--- config.mk ---
export PLATFORM = sky130hd
export DESIGN_NAME = scan_dma_window
export DESIGN_NICKNAME = d
export VERILOG_FILES = /design/src/rtl/scan_dma_pkg.sv /design/src/rtl/scan_dma_line_counter.sv /design/src/rtl/scan_dma_cpu_phase.sv /design/src/rtl/scan_dma_latency.sv /design/src/rtl/scan_dma_window_fsm.sv /design/src/rtl/scan_dma_window.sv
export SDC_FILE = /design/constraint.sdc
export NUM_CORES = 1
export LEC_CHECK = 0
export CAP_MARGIN = 25
export CORE_ASPECT_RATIO = 0.6
export CORE_MARGIN = 5
export CORE_UTILIZATION = 55
export CTS_CLUSTER_DIAMETER = 120
export CTS_CLUSTER_SIZE = 40
export DETAILED_ROUTE_END_ITERATION = 10
export DONT_BUFFER_PORTS = 1
export GPL_TIMING_DRIVEN = 0
export PLACE_DENSITY = 0.73
export SYNTH_ARGS = -nofsm -noshare
export SYNTH_HDL_FRONTEND = slang
export SYNTH_SLANG_ARGS = --single-unit
--- constraint.sdc ---
create_clock -name clk_i -period 2 [get_ports clk_i]
set_clock_uncertainty 0.2 [all_clocks]
set_input_delay 0.2 -clock clk_i [delete_from_list [all_inputs] [get_ports clk_i]]
set_output_delay 0.2 -clock clk_i [all_outputs]
set_load 0.02 [all_outputs]
--- src/rtl/scan_dma_pkg.sv ---
`timescale 1ns/1ps
package scan_dma_pkg;

    // Window sequencer states
    typedef enum logic [2:0] {
        WS_IDLE,      // CPU owns the bus
        WS_RAMP,      // halt asserted, counting startup latency
        WS_ALIGN_UP,  // waiting for CPU clock phase before granting
        WS_FETCH,     // fetch engine owns the bus
        WS_DRAIN,     // counting shutdown latency after the cutoff
        WS_ALIGN_DN   // waiting for CPU clock phase before release
    } win_state_e;

endpackage

--- src/rtl/scan_dma_line_counter.sv ---
`timescale 1ns/1ps
module scan_dma_line_counter #(
    parameter int unsigned LINE_LEN = 454,
    localparam int unsigned CW = $clog2(LINE_LEN)
) (
    input  logic          clk_i,
    input  logic          rst_ni,
    input  logic          line_sync_i,
    output logic [CW-1:0] cnt_o
);

    logic [CW-1:0] cnt_d, cnt_q;

    always_comb begin
        if (line_sync_i || cnt_q == CW'(LINE_LEN - 1)) begin
            cnt_d = '0;
        end else begin
            cnt_d = cnt_q + CW'(1);
        end
    end

    always_ff @(posedge clk_i or negedge rst_ni) begin
        if (!rst_ni) begin
            cnt_q <= '0;
        end else begin
            cnt_q <= cnt_d;
        end
    end

    assign cnt_o = cnt_q;

    AST_LINE_WRAP: assert property (@(posedge clk_i) disable iff (!rst_ni)
        (!line_sync_i && cnt_q == CW'(LINE_LEN - 1)) |=> (cnt_q == '0));

    AST_SYNC_ZERO: assert property (@(posedge clk_i) disable iff (!rst_ni)
        line_sync_i |=> (cnt_q == '0));

endmodule

--- src/rtl/scan_dma_cpu_phase.sv ---
`timescale 1ns/1ps
module scan_dma_cpu_phase #(
    parameter int unsigned CPU_DIV = 4,
    localparam int unsigned PW = (CPU_DIV > 1) ? $clog2(CPU_DIV) : 1
) (
    input  logic clk_i,
    input  logic rst_ni,
    output logic phase_zero_o
);

    logic [PW-1:0] ph_d, ph_q;

    always_comb begin
        if (ph_q == PW'(CPU_DIV - 1)) begin
            ph_d = '0;
        end else begin
            ph_d = ph_q + PW'(1);
        end
    end

    always_ff @(posedge clk_i or negedge rst_ni) begin
        if (!rst_ni) begin
            ph_q <= '0;
        end else begin
            ph_q <= ph_d;
        end
    end

    assign phase_zero_o = (ph_q == '0);

    AST_PHASE_RETURNS: assert property (@(posedge clk_i) disable iff (!rst_ni)
        (ph_q == PW'(CPU_DIV - 1)) |=> phase_zero_o);

endmodule

--- src/rtl/scan_dma_latency.sv ---
`timescale 1ns/1ps
module scan_dma_latency #(
    parameter int unsigned BASE     = 5,
    parameter int unsigned BUSY_ADD = 2,
    parameter int unsigned SLOW_ADD = 2,
    parameter int unsigned W        = 5
) (
    input  logic         busy_i,
    input  logic         slow_i,
    output logic [W-1:0] lat_o
);

    // Slow only stretches an access that is actually in progress.
    always_comb begin
        lat_o = W'(BASE);
        if (busy_i) begin
            lat_o = lat_o + W'(BUSY_ADD);
            if (slow_i) begin
                lat_o = lat_o + W'(SLOW_ADD);
            end
        end
    end

endmodule

--- src/rtl/scan_dma_window_fsm.sv ---
`timescale 1ns/1ps
module scan_dma_window_fsm
    import scan_dma_pkg::*;
#(
    parameter int unsigned CW        = 9,
    parameter int unsigned DW        = 5,
    parameter int unsigned START_CYC = 34,
    parameter int unsigned ABORT_CYC = 413
) (
    input  logic          clk_i,
    input  logic          rst_ni,
    input  logic [CW-1:0] cnt_i,
    input  logic          phase_zero_i,
    input  logic [DW-1:0] up_lat_i,
    input  logic [DW-1:0] dn_lat_i,
    output logic          halt_no,
    output logic          fetch_en_o,
    output logic          abort_o
);

    typedef struct packed {
        win_state_e    st;
        logic [DW-1:0] dly;
        logic          halt_n;
        logic          fetch;
        logic          abort;
    } win_t;

    win_t win_d, win_q;
    logic at_start, at_abort, active;

    assign at_start = (cnt_i == CW'(START_CYC));
    assign at_abort = (cnt_i == CW'(ABORT_CYC));
    assign active   = (win_q.st == WS_RAMP) || (win_q.st == WS_ALIGN_UP) ||
                      (win_q.st == WS_FETCH);

    always_comb begin
        win_d       = win_q;
        win_d.abort = 1'b0;
        if (active && at_abort) begin
            // Hard cutoff wins over any pending startup step.
            win_d.st    = WS_DRAIN;
            win_d.dly   = dn_lat_i - DW'(1);
            win_d.abort = 1'b1;
        end else begin
            unique case (win_q.st)
                WS_IDLE: begin
                    if (at_start) begin
                        win_d.st  = WS_RAMP;
                        win_d.dly = up_lat_i - DW'(1);
                    end
                end
                WS_RAMP: begin
                    if (win_q.dly == DW'(1)) begin
                        win_d.st = WS_ALIGN_UP;
                    end else begin
                        win_d.dly = win_q.dly - DW'(1);
                    end
                end
                WS_ALIGN_UP: begin
                    if (phase_zero_i) begin
                        win_d.st = WS_FETCH;
                    end
                end
                WS_FETCH: begin
                    win_d.st = WS_FETCH;
                end
                WS_DRAIN: begin
                    if (win_q.dly == DW'(1)) begin
                        win_d.st = WS_ALIGN_DN;
                    end else begin
                        win_d.dly = win_q.dly - DW'(1);
                    end
                end
                WS_ALIGN_DN: begin
                    if (phase_zero_i) begin
                        win_d.st = WS_IDLE;
                    end
                end
                default: win_d.st = WS_IDLE;
            endcase
        end
        win_d.halt_n = (win_d.st == WS_IDLE);
        win_d.fetch  = (win_d.st == WS_FETCH);
    end

    always_ff @(posedge clk_i or negedge rst_ni) begin
        if (!rst_ni) begin
            win_q.st     <= WS_IDLE;
            win_q.dly    <= '0;
            win_q.halt_n <= 1'b1;
            win_q.fetch  <= 1'b0;
            win_q.abort  <= 1'b0;
        end else begin
            win_q <= win_d;
        end
    end

    assign halt_no    = win_q.halt_n;
    assign fetch_en_o = win_q.fetch;
    assign abort_o    = win_q.abort;

    AST_HALT_AT_START: assert property (@(posedge clk_i) disable iff (!rst_ni)
        (win_q.st == WS_IDLE && at_start) |=> !halt_no);

    AST_GRANT_ALIGNED: assert property (@(posedge clk_i) disable iff (!rst_ni)
        $rose(fetch_en_o) |-> $past(phase_zero_i));

    AST_FETCH_UNDER_HALT: assert property (@(posedge clk_i) disable iff (!rst_ni)
        fetch_en_o |-> !halt_no);

    AST_ABORT_SINGLE: assert property (@(posedge clk_i) disable iff (!rst_ni)
        abort_o |=> !abort_o);

    AST_ABORT_DROPS_FETCH: assert property (@(posedge clk_i) disable iff (!rst_ni)
        abort_o |-> (!fetch_en_o && !halt_no));

    AST_RELEASE_ALIGNED: assert property (@(posedge clk_i) disable iff (!rst_ni)
        $rose(halt_no) |-> $past(phase_zero_i));

    AST_NO_LATE_GRANT: assert property (@(posedge clk_i) disable iff (!rst_ni)
        (at_abort && !fetch_en_o) |=> !fetch_en_o);

endmodule

--- src/rtl/scan_dma_window.sv ---
`timescale 1ns/1ps
module scan_dma_window #(
    parameter int unsigned LINE_LEN  = 454,
    parameter int unsigned START_CYC = 34,
    parameter int unsigned ABORT_CYC = 413,
    parameter int unsigned CPU_DIV   = 4,
    parameter int unsigned UP_BASE   = 5,
    parameter int unsigned UP_BUSY   = 2,
    parameter int unsigned UP_SLOW   = 2,
    parameter int unsigned DN_BASE   = 9,
    parameter int unsigned DN_BUSY   = 4,
    parameter int unsigned DN_SLOW   = 7,
    localparam int unsigned CW       = $clog2(LINE_LEN)
) (
    input  logic          clk_i,
    input  logic          rst_ni,
    input  logic          line_sync_i,
    input  logic          cpu_busy_i,
    input  logic          cpu_slow_i,
    output logic          halt_no,
    output logic          fetch_en_o,
    output logic          abort_o,
    output logic [CW-1:0] line_cnt_o
);

    localparam int unsigned UP_MAX  = UP_BASE + UP_BUSY + UP_SLOW;
    localparam int unsigned DN_MAX  = DN_BASE + DN_BUSY + DN_SLOW;
    localparam int unsigned LAT_MAX = (UP_MAX > DN_MAX) ? UP_MAX : DN_MAX;
    localparam int unsigned DW      = $clog2(LAT_MAX + 1);

    logic [CW-1:0] cnt;
    logic          phase_zero;
    logic [DW-1:0] up_lat, dn_lat;

    scan_dma_line_counter #(
        .LINE_LEN (LINE_LEN)
    ) u_line (
        .clk_i       (clk_i),
        .rst_ni      (rst_ni),
        .line_sync_i (line_sync_i),
        .cnt_o       (cnt)
    );

    scan_dma_cpu_phase #(
        .CPU_DIV (CPU_DIV)
    ) u_phase (
        .clk_i        (clk_i),
        .rst_ni       (rst_ni),
        .phase_zero_o (phase_zero)
    );

    scan_dma_latency #(
        .BASE     (UP_BASE),
        .BUSY_ADD (UP_BUSY),
        .SLOW_ADD (UP_SLOW),
        .W        (DW)
    ) u_up_lat (
        .busy_i (cpu_busy_i),
        .slow_i (cpu_slow_i),
        .lat_o  (up_lat)
    );

    scan_dma_latency #(
        .BASE     (DN_BASE),
        .BUSY_ADD (DN_BUSY),
        .SLOW_ADD (DN_SLOW),
        .W        (DW)
    ) u_dn_lat (
        .busy_i (cpu_busy_i),
        .slow_i (cpu_slow_i),
        .lat_o  (dn_lat)
    );

    scan_dma_window_fsm #(
        .CW        (CW),
        .DW        (DW),
        .START_CYC (START_CYC),
        .ABORT_CYC (ABORT_CYC)
    ) u_fsm (
        .clk_i        (clk_i),
        .rst_ni       (rst_ni),
        .cnt_i        (cnt),
        .phase_zero_i (phase_zero),
        .up_lat_i     (up_lat),
        .dn_lat_i     (dn_lat),
        .halt_no      (halt_no),
        .fetch_en_o   (fetch_en_o),
        .abort_o      (abort_o)
    );

    assign line_cnt_o = cnt;

    AST_ABORT_ON_CUTOFF: assert property (@(posedge clk_i) disable iff (!rst_ni)
        abort_o |-> (cnt == CW'(ABORT_CYC + 1) || cnt == '0));

endmodule

# Word level (Yosys, flattened, before mapping)
# Cells that the tools add are included.
op_classes:
  addsub: 5
  eq_ne: 13
  n_mux: 16
  n_reduce_logical: 10
op_table:
  columns: ["operator", "n"]
  rows:
  - ["$mux 5", 4]
  - ["$eq 9x9->1 const B", 2]
  - ["$pmux 3 s6", 1]
  - ["$mux 8", 2]
  - ["$sub 5x1->5 const B", 3]
  - ["$mux 3", 4]
  - ["$pmux 5 s2", 1]
  - ["$add 9x1->9 const B", 1]
  - ["$eq 3x2->1 const B", 3]
  - ["$eq 9x6->1 const B", 1]
  - ["$mux 9", 1]
  - ["$eq 3x3->1 const B", 2]
  - ["$logic_not 3->1", 2]
  - ["$eq 5x1->1 const B", 1]
  - ["$mux 4", 1]
  - ["$eq 3x1->1 const B", 1]
  - ["$logic_or 1x1->1", 3]
  - ["$ne 3x1->1 const B", 1]
  - ["$ne 3x2->1 const B", 1]
  - ["$reduce_and 3->1", 1]
  - ["$reduce_bool 3->1", 1]
  - ["$add 2x1->2 const B", 1]
  - ["$eq 2x2->1 const B", 1]
  - ["$logic_not 2->1", 1]
  - ["other kinds (4)", 4]
word_totals:
  register_bits: 22
  inputBits: 5
  output_inout_bits: 12
  word_cells: 51

# Depth between registers and ports, before layout
logic_depth:
  depth_word: 7
  depth_mapped: 8

# By module
# From an unflattened synthesis, not the netlist that was laid out.
unflattened:
  cells_unflattened: 160
  hier_area_um2: 1524.0
by_module_without_submodules:
  columns: ["mod", "n_inst", "cells_each", "area_per_inst_um2", "seq_area_each_um2"]
  rows:
  - ["scan_dma_window_fsm", 1, 99, 933.4, 276.5]
  - ["scan_dma_line_counter", 1, 41, 429.2, 225.2]
  - ["scan_dma_cpu_phase", 1, 7, 86.3, 50.0]
  - ["scan_dma_latency (u_up_lat)", 1, 7, 38.8, 0.0]
  - ["scan_dma_latency (u_dn_lat)", 1, 6, 36.3, 0.0]

# Worst setup path after synthesis
# No wires, ideal clock.
synth_timing:
  kind: "flip-flop to flip-flop"
  start: "register u_line.cnt_q[0] (netlist: u_line.cnt_o[0])"
  end: "register u_fsm.win_q[3] (netlist name)"
  setup_time_ps: 128
  arrival_ps: 1820
  t_required_ps: 1672
  setup_slack_ps: -148
  stages_incl_launch_ff: 7
  cell_sequence: "dfrtp_1 -> inv_1 -> ha_1 -> nor4b_4 -> a2111oi_2 -> nor2_4 -> mux2_1"
synth_via:
  elab_chain_cells: 4
  elab_cells_between_ends: 8
synth_rtl:
  columns: ["item", "line_no", "source"]
  rows:
  - ["start: declaration", "scan_dma_line_counter.sv:12", "logic [CW-1:0] cnt_d, cnt_q;"]
  - ["start signal: assignment", "scan_dma_line_counter.sv:26", "cnt_q <= cnt_d;"]
  - ["$eq 9x9->1", "scan_dma_window_fsm.sv:33", "assign at_abort = (cnt_i == CW'(ABORT_CYC));"]
  - ["$logic_and 1x1->1", "scan_dma_window_fsm.sv:40", "if (active && at_abort) begin"]
  - ["$ne 3x1->1 (no line), or another cell as far along", null, null]
  - ["$reduce_and 3->1 (no line)", null, null]
  - ["end signal: assignment", "scan_dma_window_fsm.sv:95", "win_q <= win_d;"]
  - ["end: declaration", "scan_dma_window_fsm.sv:29", "win_t win_d, win_q;"]
# Several ways; a longest one is shown, not always the timed one.
# A chain may end at the register's enable or synchronous reset.

# Final worst setup path
layout_timing:
  start: "register u_line.cnt_q[1] (netlist: u_line.cnt_o[1])"
  end: "register u_fsm.win_q[3] (netlist name)"
# The elaborated chain is that of the path after synthesis.

==> flow_metrics.env <==
export IMPL_p_per_area_nw_per_um2=962
export IMPL_diodes=0
export IMPL_grt_busiest_layer="met2"
export IMPL_worstPathMaxFanout=7
export IMPL_path_cells="inv_2 > ha_4 > and4b_2 > o2111ai_4 > inv_2 > a21oi_4 > nor2_4 > mux2_4"
export IMPL_setup_violations=8
export IMPL_routedWlPerCell_um=18.3
export IMPL_crit_family="flip-flops"
export IMPL_row_count=13
export IMPL_crit_path_end_kind="register"
export IMPL_fmax_mhz=450
export IMPL_num_vias=1061
export IMPL_htree_num_levels=1
export IMPL_synth_area_um2=1300
export IMPL_ir_drop_uv=489
export IMPL_drc=0
export IMPL_tightest_slew_ps=488
export IMPL_ys_types=42
export IMPL_grt_max_degree=23
export IMPL_drt_iter0_drc=43
export IMPL_grt_use_met1_pct=25.4
export IMPL_grt_pass1_vias=1064
export IMPL_maxCapViolations=0
export IMPL_critPathBufInv=2
export IMPL_outcome="complete, but fails checks"
export IMPL_grtUsageTotal_pct=20.4
export IMPL_hp_class="input pin to register"
export IMPL_area_growth_pct=26.5
export IMPL_criticalPathCategory="register to register"
export IMPL_cp_depth=8
export IMPL_max_slew_margin_pct=67.5
export IMPL_start_util_pct=58.8
export IMPL_cp_arrival_ps=2180
export IMPL_ys_seq_elements=22
export IMPL_syn_nets=141
export IMPL_syn_avg_cell_area_um2=10.1
export IMPL_met3_usage_pct=5.87
export IMPL_clock_root_buffer="clkbuf_8"
export IMPL_seq_area_frac_synth_pct=42.4
export IMPL_die_h_um=47.7
export IMPL_cpMaxStageDelayCell="dfrtp_2"
export IMPL_ios=17
export IMPL_dieWidth_um=72.8
export IMPL_synth_largest_area_cell="dfrtp_1"
export IMPL_syn_instance_count=129
export IMPL_clock_sinks=22
export IMPL_crit_required_ps=1960
export IMPL_gr_total_overflow=0
export IMPL_ys_top_cells_by_area="dfrtp_1 40%, ha_1 6.7%, xor2_1 4.7%"
export IMPL_clock_path_buffers=2
export IMPL_fin_util_pct=74.3
export IMPL_core_um2=2210
export IMPL_slew_viol_final=0
export IMPL_grtUsageMet2_pct=34.2
export IMPL_finalHoldViolations=1
export IMPL_fin_hold_ws_ps=-2.17
export IMPL_gp_congestion=0.824
export IMPL_vias_per_cell=6.03
export IMPL_antenna_found_initial=0
export IMPL_die_area_um2=3470
export IMPL_leakage_uw=0.000721
export IMPL_cts_tree="done"
export IMPL_power_uw=1580
export IMPL_ant_nets=0
export IMPL_port_buffers=0
export IMPL_failed_checks="hold timing, setup timing"
export IMPL_synth_top_area_share_pct=40.4
export IMPL_grt_setup_unrepaired="yes"
export IMPL_max_stage_delay_ps=510
export IMPL_period_needed_ps=2220
export IMPL_cts_buffers=3
export IMPL_path_clk_slew_ps=80
export IMPL_first_pass_iters=5
export IMPL_whs_path_depth=2
export IMPL_layout_setup_ws_ps=-223
export IMPL_fillers=140
export IMPL_clock_latency_ps=270
export IMPL_reg2reg_depth=8
export IMPL_layout_drive_gt1_share_pct=34.2
export IMPL_finalWirelength_mm=3.22
export IMPL_layout_nets=159
export IMPL_dp_final_hpwl_mm=1.98
export IMPL_crit_path_frequent_cell="inv_2"
export IMPL_cp_start_kind="register"
export IMPL_yosysWarnings=0
export IMPL_period_share_pct=111
export IMPL_grt_pass1_wl_mm=5.19
registers in the layout, summed over array words and instances (netlist names):
signal,cells
u_fsm.fetch_en_o,1
u_phase.ph_q,2
u_fsm.halt_no,1
u_line.cnt_o,9
u_fsm.abort_o,1
u_fsm.win_q,8
path summary, 6_finish.rpt:
check | start | to | slack [ps]
max in group asynchronous | rst_ni | u_fsm.halt_no$_DFF_PN1_ | 630
setup / recovery | u_line.cnt_o[1]$_DFF_PN0_ | u_fsm.win_q[3]$_DFFE_PN0P_ | -220
min in group asynchronous | rst_ni | u_line.cnt_o[6]$_DFF_PN0_ | 530
hold / removal | line_sync_i | u_line.cnt_o[1]$_DFF_PN0_ | -2
setup reg to reg | u_line.cnt_o[1]$_DFF_PN0_ | u_fsm.win_q[3]$_DFFE_PN0P_ | -220
hold reg to reg | u_phase.ph_q[0]$_DFF_PN0_ | u_phase.ph_q[0]$_DFF_PN0_ | 260
stage by stage:
| step | worst slack, ps | TNS [ps] | area [µm²] | hold slack [ps] | std cells |
|---|---|---|---|---|---|
| detailed placement | -293 | -1240 | 1360 | -295 | 159 |
| global route | -269 | -1660 | 1640 | 6.26 | 176 |
| global placement | -239 | -919 | 1360 | -295 | 159 |
| finish | -223 | -1130 | 1640 | -2.17 | 176 |
| floorplan | -63.2 | -177 | 1320 | -296 | 129 |
| CTS | -189 | -862 | 1550 | 84.1 | 172 |
timing repair:
| action | in CTS | in global routing |
|---|---|---|
| pin swaps | 5 | 5 |
| hold buffers | 1 | 1 |
| setup endpoints to repair | 7 | 9 |
| gates resized for setup | 12 | 10 |
| buffers inserted | 8 | 4 |
| hold endpoints to repair | 22 | 1 |
power breakdown:
group,total [µW],internal (µW),switching [µW],leakage [µW]
sequential,624,516,108,0.000289
combinational,544,273,271,0.000397
clock,413,268,145,0.0000357
total,1580,1060,525,0.000721
cell type report:
cell class | count | area, µm² | share of cell area (%)
clock buffer | 3 | 41.3 | 2.51
sequential | 22 | 557 | 33.9
inverter | 10 | 37.5 | 2.28
tap | 30 | 37.5 | 2.28
buffer | 2 | 10.0 | 0.609
timing repair buffer | 15 | 141 | 8.60
multi-input combinational | 93 | 790 | 48.0
clock inverter | 1 | 30.0 | 1.83
cell usage in the layout, fill, tap and decap left out, types with 2 or more instances in the layout:
| cell | netlist | routed |
|---|---|---|
| dfrtp_1 | 21 | 17 |
| nor2_1 | 16 | 16 |
| buf_4 | 0 | 11 |
| nand2_1 | 10 | 9 |
| inv_1 | 9 | 7 |
| xor2_1 | 7 | 7 |
| o21ai_0 | 5 | 5 |
| ha_1 | 7 | 5 |
| a21oi_1 | 4 | 4 |
| mux2_4 | 0 | 4 |
| dfrtp_2 | 0 | 4 |
| nor4b_4 | 2 | 3 |
| a211oi_2 | 0 | 3 |
| inv_2 | 1 | 3 |
| nand3_1 | 4 | 3 |
| xnor2_1 | 3 | 3 |
| clkbuf_8 | 0 | 3 |
| buf_2 | 2 | 2 |
| and3_1 | 2 | 2 |
| nand4_1 | 2 | 2 |
| nor3_1 | 3 | 2 |
| dlygate4sd3_1 | 0 | 2 |
worst register-to-register path: cells and delay by family, from the launching register on:
family | cells | cell delay, ps
compound gates | 2 | 200
simple gates | 2 | 490
mux | 1 | 330
flops | 1 | 510
buf+inv | 2 | 270
fa+ha+maj | 1 | 120
cell families (layout without fill, tap and decap cells):
group / count (synthesis) / in the layout / share of synthesized area, %
XOR/XNOR: 10 / 10 / 6.74
adder cells (fa/ha/maj): 7 / 7 / 6.74
buffers and inverters: 14 / 31 / 4.23
AND/OR/NAND/NOR: 48 / 48 / 22.2
AO/OA/AOI/OAI: 24 / 24 / 14.1
multiplexers: 4 / 4 / 3.46
flip-flops: 22 / 22 / 42.4
routing by layer:
layer | vias up | routed length [µm]
li1 | 487 | -
met2 | 28 | 1550
met5 | - | 0
met1 | 538 | 1490
met3 | 8 | 132
met4 | 0 | 57
cells in the mapped netlist, drive strengths merged:
cell type  instances
inv               10
and4bb             1
a21oi              5
a211oi             3
nor3               3
dfstp              1
a41o               1
and3               2
nor2b              1
mux2               4
o21ai              7
ha                 7
nor2              17
nand2             10
o211ai             1
a2111oi            1
nand3              4
or3                1
nor4b              3
and4b              1
a221oi             1
or4b               1
o2111ai            1
nand2b             1
dfrtp             21
and2               1
xnor2              3
buf                3
o22ai              1
o21a               1
nand4              2
a21boi             1
o2bb2ai            1
clkbuf             1
xor2               7
(Power assumes the default switching activity.)
